===== src/rtl/flash_stat_pkg.sv =====
package flash_stat_pkg;

  typedef enum logic [2:0] {
    OP_PAGE = 3'd0,
    OP_E4K  = 3'd1,
    OP_E32K = 3'd2,
    OP_E64K = 3'd3,
    OP_CHIP = 3'd4
  } op_kind_t;

  // kind codes above the chip erase are not operations
  function automatic logic kind_valid(input logic [2:0] k);
    return k <= OP_CHIP;
  endfunction

  // busy duration of one operation kind, picked from the parameter set
  function automatic int unsigned kind_cycles(input logic [2:0] k,
                                              input int unsigned t_page,
                                              input int unsigned t_e4k,
                                              input int unsigned t_e32k,
                                              input int unsigned t_e64k,
                                              input int unsigned t_chip);
    case (k)
      OP_PAGE: return t_page;
      OP_E4K:  return t_e4k;
      OP_E32K: return t_e32k;
      OP_E64K: return t_e64k;
      default: return t_chip;
    endcase
  endfunction

endpackage


===== src/rtl/flash_busy_timer.sv =====
module flash_busy_timer #(
  parameter int CW = 16
) (
  input  logic          clk,
  input  logic          rst_n,
  input  logic          load,
  input  logic [CW-1:0] load_val,
  output logic          busy,
  output logic          last
);

  logic [CW-1:0] remain;

  always_ff @(posedge clk or negedge rst_n) begin
    if (!rst_n)            remain <= '0;
    else if (load)         remain <= load_val;
    else if (remain != '0) remain <= remain - 1'b1;
  end

  assign busy = (remain != '0);
  assign last = (remain == CW'(1));

  // a nonzero load always yields busy on the next cycle
  a_r3_load_busy: assert property (@(posedge clk) disable iff (!rst_n)
    load && (load_val != '0) |=> busy);

  // busy ends only through its last cycle
  a_r3_end_via_last: assert property (@(posedge clk) disable iff (!rst_n)
    $fell(busy) |-> $past(last));

endmodule


===== src/rtl/flash_reset_gate.sv =====
module flash_reset_gate #(
  parameter logic [7:0] CONFIRM = 8'hD0
) (
  input  logic       clk,
  input  logic       rst_n,
  input  logic       rst_cmd,
  input  logic [7:0] rst_confirm,
  input  logic       rst_aligned,
  input  logic       rste,
  output logic       take
);

  assign take = rst_cmd && rste && rst_aligned && (rst_confirm == CONFIRM);

  // an honoured reset always had a request with the enable set
  a_r8_take_needs_req: assert property (@(posedge clk) disable iff (!rst_n)
    take |-> (rst_cmd && rste));

endmodule


===== src/rtl/flash_status_tracker.sv =====
module flash_status_tracker
  import flash_stat_pkg::*;
#(
  parameter int          CW      = 16,
  parameter int unsigned T_PAGE  = 8,
  parameter int unsigned T_E4K   = 12,
  parameter int unsigned T_E32K  = 16,
  parameter int unsigned T_E64K  = 20,
  parameter int unsigned T_CHIP  = 24,
  parameter int unsigned T_RST   = 6,
  parameter logic [7:0]  CONFIRM = 8'hD0
) (
  input  logic       clk,
  input  logic       rst_n,
  input  logic       op_start,
  input  logic [2:0] op_kind,
  input  logic       op_refused,
  input  logic       verify_fail,
  input  logic       cmd_wren,
  input  logic       cmd_wrdi,
  input  logic       sr2_wr,
  input  logic [7:0] sr2_din,
  input  logic       rst_cmd,
  input  logic [7:0] rst_confirm,
  input  logic       rst_aligned,
  output logic [7:0] sr1,
  output logic [7:0] sr2
);

  localparam int RSTE_BIT = 4;
  localparam int SLE_BIT  = 3;

  logic wel, epe, rste, sle, vf_seen, run_is_rst;
  logic busy, last, rst_take, op_go, op_reject, op_done, tmr_load;
  logic [CW-1:0] tmr_val;

  // internal events brought out as named wires
  assign op_go     = op_start && !busy && wel && !op_refused && kind_valid(op_kind);
  assign op_reject = op_start && !busy && !op_go;
  assign op_done   = busy && last && !run_is_rst && !rst_take;
  assign tmr_load  = rst_take || op_go;
  assign tmr_val   = rst_take ? CW'(T_RST)
                              : CW'(kind_cycles(op_kind, T_PAGE, T_E4K, T_E32K, T_E64K, T_CHIP));

  flash_reset_gate #(.CONFIRM(CONFIRM)) u_gate (
    .clk(clk), .rst_n(rst_n), .rst_cmd(rst_cmd), .rst_confirm(rst_confirm),
    .rst_aligned(rst_aligned), .rste(rste), .take(rst_take)
  );

  flash_busy_timer #(.CW(CW)) u_timer (
    .clk(clk), .rst_n(rst_n), .load(tmr_load), .load_val(tmr_val),
    .busy(busy), .last(last)
  );

  // kind of the running timed activity and its verify result
  always_ff @(posedge clk or negedge rst_n) begin
    if (!rst_n) begin
      run_is_rst <= 1'b0;
      vf_seen    <= 1'b0;
    end else if (tmr_load) begin
      run_is_rst <= rst_take;
      vf_seen    <= 1'b0;
    end else if (busy && verify_fail) begin
      vf_seen    <= 1'b1;
    end
  end

  // error flag: written only at a real completion
  always_ff @(posedge clk or negedge rst_n) begin
    if (!rst_n)       epe <= 1'b0;
    else if (op_done) epe <= vf_seen || verify_fail;
  end

  // write-enable latch
  always_ff @(posedge clk or negedge rst_n) begin
    if (!rst_n)                 wel <= 1'b0;
    else if (rst_take)          wel <= 1'b0;
    else if (busy)              wel <= op_done ? 1'b0 : wel;
    else if (op_reject && wel)  wel <= 1'b0;
    else if (op_go)             wel <= 1'b1;
    else if (sr2_wr || cmd_wrdi) wel <= 1'b0;
    else if (cmd_wren)          wel <= 1'b1;
  end

  // status byte 2 bits, written only when idle and enabled
  always_ff @(posedge clk or negedge rst_n) begin
    if (!rst_n) begin
      rste <= 1'b0;
      sle  <= 1'b0;
    end else if (sr2_wr && !busy && !op_start && wel && !rst_take) begin
      rste <= sr2_din[RSTE_BIT];
      sle  <= sr2_din[SLE_BIT];
    end
  end

  always_comb begin
    sr1 = '0;
    sr1[0] = busy;
    sr1[1] = wel;
    sr1[5] = epe;
    sr2 = '0;
    sr2[0] = busy;
    sr2[SLE_BIT]  = sle;
    sr2[RSTE_BIT] = rste;
  end

  // completion leaves the latch cleared
  a_r4_done_clears_wel: assert property (@(posedge clk) disable iff (!rst_n)
    op_done |=> !wel);

  // a refused start without reset never starts a timed run
  a_r5_refused_idle: assert property (@(posedge clk) disable iff (!rst_n)
    op_reject && !rst_take |=> !busy);

  // error flag moves only on a completion
  a_r5_epe_quiet: assert property (@(posedge clk) disable iff (!rst_n)
    !op_done |=> $stable(epe));

  // latch is frozen mid-operation
  a_r6_busy_wel_hold: assert property (@(posedge clk) disable iff (!rst_n)
    busy && !last && !rst_take |=> $stable(wel));

  // status byte 2 bits are frozen while busy
  a_r6_busy_sr2_hold: assert property (@(posedge clk) disable iff (!rst_n)
    busy |=> $stable(rste) && $stable(sle));

  // honoured reset makes busy and clears the latch
  a_r9_reset_effect: assert property (@(posedge clk) disable iff (!rst_n)
    rst_take |=> busy && !wel);

  // reset never updates the error flag, even at a completion edge
  a_r10_reset_keeps_epe: assert property (@(posedge clk) disable iff (!rst_n)
    rst_take |=> $stable(epe));

endmodule


===== config.mk =====
export PLATFORM = sky130hd
export DESIGN_NAME = flash_status_tracker
export DESIGN_NICKNAME = d
export VERILOG_FILES = /design/src/rtl/flash_stat_pkg.sv /design/src/rtl/flash_busy_timer.sv /design/src/rtl/flash_reset_gate.sv /design/src/rtl/flash_status_tracker.sv
export SDC_FILE = /design/constraint.sdc
export NUM_CORES = 1
export LEC_CHECK = 0
export BUFFER_PORTS_ARGS = -buffer_cell sky130_fd_sc_hd__buf_2
export CAP_MARGIN = 20
export CELL_PAD_IN_SITES_DETAIL_PLACEMENT = 0
export CELL_PAD_IN_SITES_GLOBAL_PLACEMENT = 2
export CORE_MARGIN = 2
export CORE_UTILIZATION = 30
export CTS_CLUSTER_DIAMETER = 200
export DETAILED_ROUTE_END_ITERATION = 12
export MAX_ROUTING_LAYER = met4
export PLACE_DENSITY_LB_ADDON = 0.1
export SLEW_MARGIN = 20
export SYNTH_ARGS = -nofsm -noshare
export SYNTH_HDL_FRONTEND = slang
export SYNTH_SLANG_ARGS = --single-unit
export TNS_END_PERCENT = 20

===== constraint.sdc =====
create_clock -name clk -period 2.1 [get_ports clk]
set_input_delay 0 -clock clk [delete_from_list [all_inputs] [get_ports clk]]
set_output_delay 0 -clock clk [all_outputs]
set_load 0.02 [all_outputs]

# Word-level counts from Yosys, hierarchy flattened
# Cells that the tools add are included.
# Widths: inputs -> output; s select.
[classes]
n_mux = 13
eq_ne = 6
reduce_logical = 32
magnitude_cmp = 1
addsub = 1
[op_table]
columns = ["op", "n"]
rows = [
  ["$mux 16", 3],
  ["$pmux 5 s4", 1],
  ["$logic_and 1x1->1", 17],
  ["$eq 16x1->1 const B", 1],
  ["$reduce_bool 16->1", 1],
  ["$sub 16x1->16 const B", 1],
  ["$mux 1", 9],
  ["$eq 8x8->1 const B", 1],
  ["$eq 3x2->1 const B", 2],
  ["$logic_not 1->1", 6],
  ["$reduce_bool 6->1", 1],
  ["$reduce_bool 2->1", 2],
  ["$eq 3x1->1 const B", 1],
  ["$le 3x3->1 const B", 1],
  ["$logic_not 3->1", 1],
  ["$logic_or 1x1->1", 3],
  ["$ne 3x1->1 const B", 1],
  ["$reduce_and 2->1", 1],
]
[word_totals]
reg_bits = 22
elab_cells = 60
input_bits = 29

# Longest topological paths before layout
[depth]
word_depth = 12
mapped_depth = 9
mapped_depth_nobuf = 7

# Modules after synthesis
# A second synthesis with hierarchy kept.
[hier_totals]
hier_cells = 167
hier_area_um2 = 1511.4
[by_module_without_submodules]
columns = ["mod", "cells_per_inst", "seq_area_each_um2", "n_inst", "area_per_inst_um2"]
rows = [
  ["flash_busy_timer", 112, 400.4, 1, 989.7],
  ["flash_status_tracker", 51, 150.1, 1, 485.5],
  ["flash_reset_gate", 4, 0.0, 1, 36.3],
]

# Worst setup path before layout
# No wires, ideal clock.
[synth_path]
kind = "reg-to-reg"
startpoint = "register u_timer.remain[0]"
endpoint = "register run_is_rst"
t_arrival_ns = 1.773
stages_incl_launch_ff = 9
n_path_buf = 1
setup_ns = 0.118
path_slack_ns = 0.209
cell_sequence = "dfrtp_1 -> inv_1 -> ha_1 -> nor3b_1 -> and4_1 -> buf_2 -> inv_2 -> or2_1 -> a21o_1"
[synth_via]
elab_chain_cells = 7
[synth_lines]
columns = ["element", "line", "rtl"]
rows = [
  ["start: declaration", "flash_busy_timer.sv:12", "logic [CW-1:0] remain;"],
  ["start signal: assignment", "flash_busy_timer.sv:16", "else if (load) remain <= load_val;"],
  ["start signal: assignment", "flash_busy_timer.sv:17", "else if (remain != '0) remain <= remain - 1'b1;"],
  ["$reduce_bool 16->1", "flash_busy_timer.sv:20", "assign busy = (remain != '0);"],
  ["via busy", "flash_status_tracker.sv:34", "logic busy, last, rst_take, op_go, op_reject, op_done, tmr_load;"],
  ["$logic_not 1->1", "flash_status_tracker.sv:38", "assign op_go = op_start && !busy && wel && !op_refused && kind_valid(op_kind);"],
  ["$logic_and 1x1->1 (4 in series)", "flash_status_tracker.sv:38", ""],
  ["$logic_or 1x1->1", "flash_status_tracker.sv:41", "assign tmr_load = rst_take || op_go;"],
  ["end signal: assignment", "flash_status_tracker.sv:61", "run_is_rst <= rst_take;"],
  ["end: declaration", "flash_status_tracker.sv:33", "logic wel, epe, rste, sle, vf_seen, run_is_rst;"],
]
# The timed path passes the listed nets, and every way through them passes these cells.
# A chain may end at the register's enable or synchronous reset.

# Worst setup path after layout
[layout_path]
startpoint = "register u_timer.remain[1]"
endpoint = "register u_timer.remain[7]"
[layout_via]
elab_chain_cells = 8
[layout_lines]
columns = ["element"]
rows = [
  ["branches (longest 8 deep; another with $sub 16x1->16)"],
]
# Parallel ways; which one is timed is not known. The select of a mux whose other input is x is not followed.

==> summary.md <==
| Metric | Value |
|---|---|
| Fin crit share | 0.9388 |
| Vias in the first global route | around 1300 |
| # clock sinks | 22 |
| Slew @ Worst Pin | 527.9 ps |
| R2R Path Start | u_timer.remain[1]$_DFFE_PN0P_ |
| Fmax | between 500 and 600 MHz |
| GPL Wtd Cong | 0.7674 |
| Setup ws final | 128.5 ps |
| WS Path Type | flip-flop to flip-flop |
| Fin. max-slew vios | 0 |
| Syn. warnings | 0 |
| Compound-Gate Fraction of Synth Area | 0.1776 |
| Hold endpoint | u_timer.remain[2]$_DFFE_PN0P_ |
| Unrepaired setup endpoints after global routing | no |
| Largest net degree at the start of global routing | 23 |
| DP Area | around 1700 um2 |
| Outcome | complete, no violations |
| Die ar. | around 5500 um2 |
| Post-synthesis sequential area ratio | 0.3757 |
| H-tree depth | 1 |
| Nets | 232 |
| Clk_lat worst skew | approximately 260 ps |
| Die Ht | 73.89 um |
| Die Wd | 73.89 um |
| Area Overhead vs Synth | 24.25% |
| CTS tree | built |
| Worst EP arrival | around 2200 ps |
| Reg2reg path depth | 7 |
| Post-Synth Adder-Cell Area | 0.02562 |
| Fin Setup TNS | 0 ps |
| Setup slack on the worst flop-to-flop path | 130 ps |
| Final worst path period need | slightly below 2000 ps |
| Post-synthesis instance area | about 1500 um2 |
| Syn avg cell area | 9.332 um2 |
| VDD IR max | between 200 and 250 uV |
| Fraction of registers with async set/reset | 1.000 |
| Drt total wl | 3780 um |
| DRC violation count after routing | 0 |
| Setup Buffers After CTS | 0 |
| CTS Buf Count | 3 |
| Multiplexer share of the synthesized area | 0.02220 |
| First drt pass iteration count | 4 |
| PortBufs | 28 |
| Leakage | 0.0007609 uW |
| Layout cells sized above 1 | 0.3116 |
| R2R Path End | u_timer.remain[7]$_DFFE_PN0P_ |
| Post-Synth Simple-Gate Area | 0.2699 |
| Xor-xnor portion of the synthesized cell area | 0.005978 |
| CP Capture Type | flip-flop |
| Detail Route Antenna Nets | 0 |
| Largest family of logic cells by synthesized area | simple AND/OR/NAND/NOR gates |
| Total gr overflow | 0 |
| Root Driver | clkbuf_8 |
| Worst hold slack | 51.65 ps |
| Setup crit start kind | flip-flop |
| # IOs | 45 |
| Finished Cell Area | approximately 1800 um2 |
| P per Cell Area | 438.9 nW/um2 |
| Vias after detailed routing | 1311 |
| Max-capacitance violation count | 0 |
| Placed cells | 257 |
| Starting Density | 0.3102 |
| DP Wirelength | approximately 2800 um |
| Rows | 25 |
| Reg clk slew, reported paths | 80 ps |
| Fin. Hold Viols | 0 |
| Fin cells | 266 |
| Yosys reg bits | 22 |
| Antenna cells | 0 |
| Gr usage total | 0.1566 |
| Total core area | 4723 um2 |
| Routed WL per cell | 14.21 um |
| Skew final | 3.826 ps |
| Top FF cell, synth | dfrtp_1 |
| Max_slew headroom | 0.6481 |
| Initial antenna violation count | 0 |
| Bufs on Longest Clock Path | 2 |
| CP max FO | 5 |
| Synth unique cells | 48 |
| Hold_sp | op_kind[2] |
| Hold Path Cell Cnt | 3 |
| Worst min-delay path category | primary input to flip-flop |
| Pre-CTS WS | 112.2 ps |
| CP required | approximately 2300 ps |
| Cell count after synthesis | 157 |
| Final Setup Violations | 0 |
| Post-synth EDFFs | 0 |
| Starting DRT DRC Count | 106 |
| Global-route wire length before repair | between 6000 and 7000 um |
| Vias per cell | just under 5 |
==> Yosys cell counts, types with 2 or more instances <==
library cell	n	area, um2
or4_1	6	45.04
clkbuf_8	2	27.53
a21oi_1	15	75.07
nand4_1	3	18.77
nand2_1	8	30.03
nand3_1	7	35.03
mux2_2	2	22.52
inv_1	4	15.01
and4_1	3	26.28
buf_4	16	120.1
o31ai_1	9	67.56
nor2_1	10	37.54
a31oi_1	2	12.51
and3_1	2	12.51
or3_1	4	25.02
o21ai_0	3	15.01
ha_1	3	37.54
a211o_1	2	17.52
o41ai_1	3	26.28
dfrtp_1	22	550.5
nand2b_1	4	25.02
==> final cells by class <==
| class | count | area [um2] |
|---|---|---|
| clock buffers | 4 | 55.05 |
| repair buffers | 49 | 322.8 |
| inverters | 5 | 18.77 |
| multi-input cells | 119 | 789.5 |
| well taps | 67 | 83.83 |
| flip-flops and latches | 22 | 550.5 |
| fillers | 473 | 2903 |
==> worst max path at each step <==
stage,startpoint,to,slack [ps],cells after the start
after floorplan,u_timer.remain[0]$_DFFE_PN0P_,run_is_rst$_DFFE_PN0N_,210,8
after global placement,u_timer.remain[1]$_DFFE_PN0P_,u_timer.remain[4]$_DFFE_PN0P_,140,7
after detailed placement,u_timer.remain[5]$_DFFE_PN0P_,u_timer.remain[13]$_DFFE_PN0P_,110,4
after CTS,u_timer.remain[5]$_DFFE_PN0P_,u_timer.remain[13]$_DFFE_PN0P_,80,4
after global routing,u_timer.remain[5]$_DFFE_PN0P_,u_timer.remain[12]$_DFFE_PN0P_,4,5
final,u_timer.remain[1]$_DFFE_PN0P_,u_timer.remain[7]$_DFFE_PN0P_,130,7
==> cells by family (layout without fill, tap and decap cells) <==
kind of cell / after synthesis / count (layout)
and+or+nand+nor: 62 / 62
AOI/OAI and AO/OA: 40 / 40
buffers and inverters: 25 / 58
DFF: 22 / 22
adders and majority gates: 3 / 3
muxes: 3 / 3
other: 1 / 10
xor gates and xnor gates: 1 / 1
==> critical path: stages, from the launching register on <==
cell and delay [ps]:
dfrtp_1 360, inv_1 80, ha_1 220, nor3b_1 150, and4_2 280, buf_4 160, or4_1 490, a21oi_2 160
==> metrics by stage <==
stage	util	power [uW]
6_report	0.3854	799.0
5_1_grt	0.3854	835.3
4_1_cts	0.3817	813.2
3_5_place_dp	0.3595	485.9
3_3_place_gp	0.3595	485.2
2_1_floorplan	-	467.7
==> flip-flops by register name (all words and copies together), names as in the netlist <==
register / cells
wel: 1
run_is_rst: 1
sle: 1
rste: 1
epe: 1
u_timer.remain: 16
vf_seen: 1
==> timing repair <==
action	in CTS	in global routing
endpoints found under the setup margin	0	6
hold endpoints to repair	26	0
hold buffers	5	0
gates resized for setup	0	4
==> routing by layer <==
metal	global-route usage	routed length [um]
met3	0.03018	122
met1	0.2059	1888
met5	-	0
met4	0.04242	22
met2	0.2460	1746
==> layout by cell type, fill, tap and decap left out, types with 5 or more instances in the layout <==
| cell type | count |
|---|---|
| buf_2 | 28 |
| dfrtp_1 | 22 |
| buf_4 | 15 |
| a21oi_1 | 14 |
| nor2_1 | 10 |
| conb_1 | 10 |
| o31ai_1 | 9 |
| nand2_1 | 8 |
| nand3_1 | 6 |
| or4_1 | 6 |
| dlygate4sd3_1 | 5 |
==> report_power, final <==
| part | internal (uW) | switching (uW) |
|---|---|---|
| clock network | 167 | 147 |
| logic | 24.3 | 36.7 |
| registers | 423 | 0.0000000000000427 |
| total | 615 | 184 |
(Power assumes the default switching activity.)
